==> src/rtl/zes_pkg.sv <==
package zes_pkg;
  typedef enum logic [3:0] {
    ST_IDLE, ST_PRG, ST_ESETUP, ST_ERASE, ST_EWAIT,
    ST_VCMD, ST_VWAIT, ST_VREAD, ST_RDRST
  } zes_state_e;

  localparam logic [7:0] CMD_ERASE = 8'h20;
  localparam logic [7:0] CMD_VFY   = 8'hA0;
  localparam logic [7:0] CMD_NOP   = 8'hFF;
  localparam logic [7:0] BYTE_ERASED = 8'hFF;
endpackage

==> src/rtl/zes_delay.sv <==
module zes_delay #(
  parameter int unsigned W = 4
) (
  input  logic         clk_i,
  input  logic         rst_ni,
  input  logic         load_i,
  input  logic [W-1:0] val_i,
  output logic         zero_o
);
  logic [W-1:0] cnt_q;

  always_ff @(posedge clk_i or negedge rst_ni) begin
    if (!rst_ni)            cnt_q <= '0;
    else if (load_i)        cnt_q <= val_i;
    else if (cnt_q != '0)   cnt_q <= cnt_q - W'(1);
  end

  assign zero_o = (cnt_q == '0);
endmodule

==> src/rtl/zes_lane.sv <==
module zes_lane
  import zes_pkg::*;
(
  input  logic [7:0] rdata_i,
  input  logic       mask_i,
  input  logic [7:0] cmd_i,
  output logic       pass_o,
  output logic [7:0] cmd_o
);
  // a masked lane already verified here; it keeps passing and gets no-ops
  assign pass_o = mask_i | (rdata_i == BYTE_ERASED);
  assign cmd_o  = mask_i ? CMD_NOP : cmd_i;
endmodule

==> src/rtl/zone_erase_seq.sv <==
module zone_erase_seq
  import zes_pkg::*;
#(
  parameter int unsigned AW         = 8,
  parameter int unsigned LANES      = 2,
  parameter int unsigned ERASE_CYC  = 16,
  parameter int unsigned SETTLE_CYC = 4,
  parameter int unsigned MAX_PULSES = 25,
  localparam int unsigned DW        = 8 * LANES
) (
  input  logic          clk_i,
  input  logic          rst_ni,
  input  logic          start_i,
  input  logic [AW-1:0] base_i,
  input  logic [AW-1:0] size_i,
  output logic          prg_req_o,
  output logic [AW-1:0] prg_addr_o,
  input  logic          prg_done_i,
  input  logic          prg_fail_i,
  output logic          bus_we_o,
  output logic          bus_re_o,
  output logic [AW-1:0] bus_addr_o,
  output logic [DW-1:0] bus_wdata_o,
  input  logic [DW-1:0] bus_rdata_i,
  output logic          busy_o,
  output logic          done_o,
  output logic          err_o
);
  localparam int unsigned TMAX = (ERASE_CYC > SETTLE_CYC) ? ERASE_CYC : SETTLE_CYC;
  localparam int unsigned TW   = $clog2(TMAX + 1);
  localparam int unsigned FCW  = $clog2(MAX_PULSES + 1);

  zes_state_e state_q;
  logic [AW-1:0]    base_q, last_q, ptr_q;
  logic [LANES-1:0] mask_q, pass;
  logic [FCW-1:0]   fcnt_q;
  logic             done_q, err_q;
  logic [7:0]       cmd_byte;
  logic [LANES-1:0][7:0] lane_cmd;
  logic             tmr_load, tmr_zero;
  logic [TW-1:0]    tmr_val;

  always_comb begin
    unique case (state_q)
      ST_ESETUP, ST_ERASE: cmd_byte = CMD_ERASE;
      ST_VCMD:             cmd_byte = CMD_VFY;
      default:             cmd_byte = CMD_NOP;
    endcase
  end

  for (genvar g = 0; g < LANES; g++) begin : g_lane
    zes_lane u_lane (
      .rdata_i (bus_rdata_i[8*g +: 8]),
      .mask_i  (mask_q[g]),
      .cmd_i   (cmd_byte),
      .pass_o  (pass[g]),
      .cmd_o   (lane_cmd[g])
    );
  end

  assign tmr_load = (state_q == ST_ERASE) || (state_q == ST_VCMD);
  assign tmr_val  = (state_q == ST_ERASE) ? TW'(ERASE_CYC - 1) : TW'(SETTLE_CYC - 1);

  zes_delay #(.W(TW)) u_delay (
    .clk_i  (clk_i),
    .rst_ni (rst_ni),
    .load_i (tmr_load),
    .val_i  (tmr_val),
    .zero_o (tmr_zero)
  );

  always_ff @(posedge clk_i or negedge rst_ni) begin
    if (!rst_ni) begin
      state_q <= ST_IDLE;
      base_q  <= '0;
      last_q  <= '0;
      ptr_q   <= '0;
      mask_q  <= '0;
      fcnt_q  <= '0;
      done_q  <= 1'b0;
      err_q   <= 1'b0;
    end else begin
      unique case (state_q)
        ST_IDLE: if (start_i) begin
          base_q  <= base_i;
          last_q  <= size_i - AW'(1);
          ptr_q   <= '0;
          mask_q  <= '0;
          fcnt_q  <= '0;
          done_q  <= 1'b0;
          err_q   <= 1'b0;
          state_q <= ST_PRG;
        end
        ST_PRG: if (prg_done_i) begin
          if (prg_fail_i) begin
            err_q   <= 1'b1;
            state_q <= ST_RDRST;
          end else if (ptr_q == last_q) begin
            ptr_q   <= '0;
            state_q <= ST_ESETUP;
          end else begin
            ptr_q <= ptr_q + AW'(1);
          end
        end
        ST_ESETUP: state_q <= ST_ERASE;
        ST_ERASE:  state_q <= ST_EWAIT;
        ST_EWAIT:  if (tmr_zero) state_q <= ST_VCMD;
        ST_VCMD:   state_q <= ST_VWAIT;
        ST_VWAIT:  if (tmr_zero) state_q <= ST_VREAD;
        ST_VREAD: begin
          if (&pass) begin
            mask_q <= '0;
            if (ptr_q == last_q) begin
              state_q <= ST_RDRST;
            end else begin
              ptr_q   <= ptr_q + AW'(1);
              state_q <= ST_VCMD;
            end
          end else begin
            mask_q <= pass;
            if (fcnt_q == FCW'(MAX_PULSES - 1)) begin
              err_q   <= 1'b1;
              state_q <= ST_RDRST;
            end else begin
              fcnt_q  <= fcnt_q + FCW'(1);
              state_q <= ST_ESETUP;
            end
          end
        end
        ST_RDRST: begin
          done_q  <= 1'b1;
          state_q <= ST_IDLE;
        end
        default: state_q <= ST_IDLE;
      endcase
    end
  end

  assign busy_o      = (state_q != ST_IDLE);
  assign done_o      = done_q;
  assign err_o       = err_q;
  assign prg_req_o   = (state_q == ST_PRG);
  assign prg_addr_o  = base_q + ptr_q;
  assign bus_addr_o  = base_q + ptr_q;
  assign bus_we_o    = (state_q == ST_ESETUP) || (state_q == ST_ERASE) ||
                       (state_q == ST_VCMD)   || (state_q == ST_RDRST);
  assign bus_re_o    = (state_q == ST_VREAD);
  assign bus_wdata_o = (state_q == ST_RDRST) ? '0 : lane_cmd;
endmodule

==> config.mk <==
export PLATFORM = sky130hd
export DESIGN_NAME = zone_erase_seq
export DESIGN_NICKNAME = d
export VERILOG_FILES = /design/src/rtl/zes_pkg.sv /design/src/rtl/zes_delay.sv /design/src/rtl/zes_lane.sv /design/src/rtl/zone_erase_seq.sv
export SDC_FILE = /design/constraint.sdc
export NUM_CORES = 1
export LEC_CHECK = 0
export BUFFER_PORTS_ARGS = -buffer_cell sky130_fd_sc_hd__buf_4
export CAP_MARGIN = 20
export CORE_MARGIN = 2
export CORE_UTILIZATION = 53
export DETAILED_ROUTE_END_ITERATION = 8
export GPL_ROUTABILITY_DRIVEN = 0
export PLACE_DENSITY = 0.8
export SYNTH_ARGS = -nofsm -noshare
export SYNTH_HDL_FRONTEND = slang
export SYNTH_SLANG_ARGS = --single-unit
==> constraint.sdc <==
create_clock -name clk_i -period 2.56 [get_ports clk_i]
set_clock_uncertainty 0.1 [all_clocks]
set_input_delay 0.256 -clock clk_i [delete_from_list [all_inputs] [get_ports clk_i]]
set_output_delay 0.256 -clock clk_i [all_outputs]
set_load 0.005 [all_outputs]
==> reports/qor.yml <==
critPathTopFamily: "compound AO/OA/AOI/OAI gates"
drive_above_1_share_pct: 26.9
worstSetupStartpointType: "flip-flop"
synth.most_common_cell: "nand2_1"
clkTransAtPathRegs_ns: 0.08
fillCellCount: 425
antenna_found_initial: 0
cts_sinks: 42
tritoncts: "done"
worstSetupPathDepth: 7
synth_largest_area_cell: "dfrtp_1"
crit_path_top_delay_cell: "dfrtp_2"
viasPerCell: 5.46
routedWlPerCell_um: 14.3
dp_slack_ns: 0.186
grt_use_met3_pct: 4.94
critPathMaxFanout: 3
cts_made_buffers: 5
regArea_um2: 1050
port-buffer-count: 74
r2r_start: "state_q[1]$_DFFE_PN0P_"
netlist_area_um2: 2820
drt_pre_antenna_iters: 5
fp.coreArea_um2: 5110
leakagePower_nw: 1.71
drt_iter0_markers: 208
cp-end-kind: "output port"
crit_type: "flip-flop to output port"
maxSlewViolCount: 0
final_antenna_net_count: 0
dieArea_um2: 5920
hpwl_mm: 4.76
cp-endpoint: "bus_addr_o[7]"
slowest_delay_ns: 0.43
met2_usage_pct: 39.5
setup_viol: 0
synth_cell_type_count: 43
ys_async_sr_fraction_pct: 100
fp.dieW_um: 76.9
grtUsageMet1_pct: 27.1
num_io_pins: 75
critPathRequiredTime_ns: 2.20
min_path_type: "input port to flip-flop"
synthTopCellsByArea: "dfrtp_1 37%, nand2_1 7.6%, xnor2_1 6.2%"
status: "finished clean"
ir_drop_uv: 517
grt_pass1_wl_mm: 10.8
ys.flop_type: "dfrtp_1"
synth_top_area_share_pct: 37.3
worst_pin_slew_ns: 0.542
syn-num-nets: 383
period_share_pct: 98.7
ys_ff_latch: 42
vias: 2557
synth_edf_count: 0
grt_pass1_vias: 2430
fin_crit_ns: 2.53
multi_input_area_um2: 1540
stdcell_count: 468
worstRegToRegCells: 6
final.setup.worst_slack_ns: 0.0329
synth_seq_area_share_pct: 37.3
row_count: 26
slew_headroom_pct: 63.8
worstSetupStartpoint: "ptr_q[1]$_DFFE_PN0P_"
synthTopCellsByCount: "57 x nand2_1, 42 x dfrtp_1, 31 x o21ai_0"
dpl.cell_count: 454
clock_latency_ns: 0.30
drc: 0
r2r_setup_slack_ns: 0.34
pwr_density_cell_nw_per_um2: 1040
critical_path_arrival_ns: 2.17
clockBufferDepth: 2
num_antenna_cells: 0
cap_viol_max_count: 0
syn_area_per_cell_um2: 8.49
layout.nets: 448
die_h_um: 76.9
htree_levels: 2
grt_start_max_net_pins: 43
syn_to_final_growth_pct: 24.5
r2r_end: "ptr_q[2]$_DFFE_PN0P_"
hold_ws_ns: 0.0475
root_buffer: "clkbuf_8"
grt_overflow: 0
syn_inst: 332
clock.fmax_mhz: 396
path_cells: "ha_1 -> a21o_1 -> a21oi_4 -> o21ai_4 -> o41ai_4 -> xnor2_1 -> buf_4"
track_usage_pct: 22.3
busiest_layer: "met2"
path_buf_inv: 1
initial_core_util_pct: 55.2
hold_viol: 0
ys_warn_count: 0
drt-total-wl_mm: 6.67
flip-flops by register name (all words and copies together), names as in the netlist:
name	count
base_q	8
done_o	1
err_o	1
fcnt_q	5
last_q	8
mask_q	2
ptr_q	8
state_q	4
u_delay.cnt_q	5
worst min-delay path by stage:
stage	endpoint	cells after the start	startpoint
final	base_q[2]$_DFFE_PN0P_	3	base_i[2]
after global routing	base_q[3]$_DFFE_PN0P_	3	base_i[3]
after CTS	base_q[3]$_DFFE_PN0P_	3	base_i[3]
after detailed placement	base_q[3]$_DFFE_PN0P_	1	rst_ni
after global placement	base_q[3]$_DFFE_PN0P_	1	rst_ni
after floorplan	base_q[0]$_DFFE_PN0P_	0	rst_ni
worst min-delay path: cells and delay by family:
family	cells	cell delay, ns
buffers and inverters	1	0.08
AND/OR/NAND/NOR	2	0.08
layout by cell type, fill, tap and decap left out, types with 2 or more instances in the layout:
| master | count |
|---|---|
| nand3_1 | 7 |
| a21oi_1 | 12 |
| nand3b_1 | 5 |
| o31ai_1 | 2 |
| buf_4 | 87 |
| o21ai_0 | 30 |
| ha_1 | 12 |
| and3_1 | 4 |
| xnor2_1 | 20 |
| nand4_1 | 10 |
| xor2_1 | 9 |
| nor3_1 | 8 |
| o22ai_1 | 2 |
| a21o_1 | 4 |
| o21ai_1 | 5 |
| nand2_1 | 57 |
| inv_1 | 19 |
| clkbuf_8 | 6 |
| o21bai_1 | 3 |
| nor2_1 | 14 |
| dfrtp_1 | 41 |
| nand4b_1 | 2 |
| nand2b_1 | 12 |
layout make-up:
class                           instances  area share [%]
Clock buffer                            7            2.46
Clock inverter                          1           0.143
Inverter                               20            2.14
Multi-Input combinational cell        240            43.9
Sequential cell                        42            30.0
Tap cell                               70            2.50
Timing Repair Buffer                   88            18.9
routing by layer:
metal,routed length [um],vias to the layer above
met5,0,-
met4,131,0
met3,444,16
met2,3310,100
met1,2780,1200
li1,-,1241
repair_timing:
item / in CTS / in global routing
endpoints found under the setup margin: 4 / 4
pin swaps: 0 / 8
resized for setup: 4 / 8
hold buffers: 1 / 0
hold endpoints to repair: 42 / 0
buffers inserted: 1 / 4
report_power, final:
part           switching, mW  leakage (nW)  total, mW  internal (mW)
Clock                  0.227        0.0482      0.445          0.218
Combinational           1.06          1.12       2.12           1.06
Sequential             0.203         0.542       1.10          0.895
metrics by stage:
stage / setup TNS [ns] / power, mW / util (%) / area, um2
after global placement: 0 / 3.10 / 65.0 / 3320
final: 0 / 3.67 / 68.7 / 3510
after detailed placement: 0 / 3.16 / 65.0 / 3320
after floorplan: 0 / 2.56 / - / 2820
after CTS: 0 / 3.63 / 67.4 / 3440
after global routing: -0.137 / 3.96 / 68.7 / 3510
cell families after synthesis:
family                   after synthesis  synth area share [%]
AO/OA/AOI/OAI                         68                  14.3
XOR/XNOR                              29                  9.01
adder cells (fa/ha/maj)               14                  6.48
buffers and inverters                 50                  9.85
flip-flops                            42                  37.3
multiplexers                           1                 0.355
AND/OR/NAND/NOR                      128                  22.7
No activity file was read; power rests on OpenSTA's default activity.
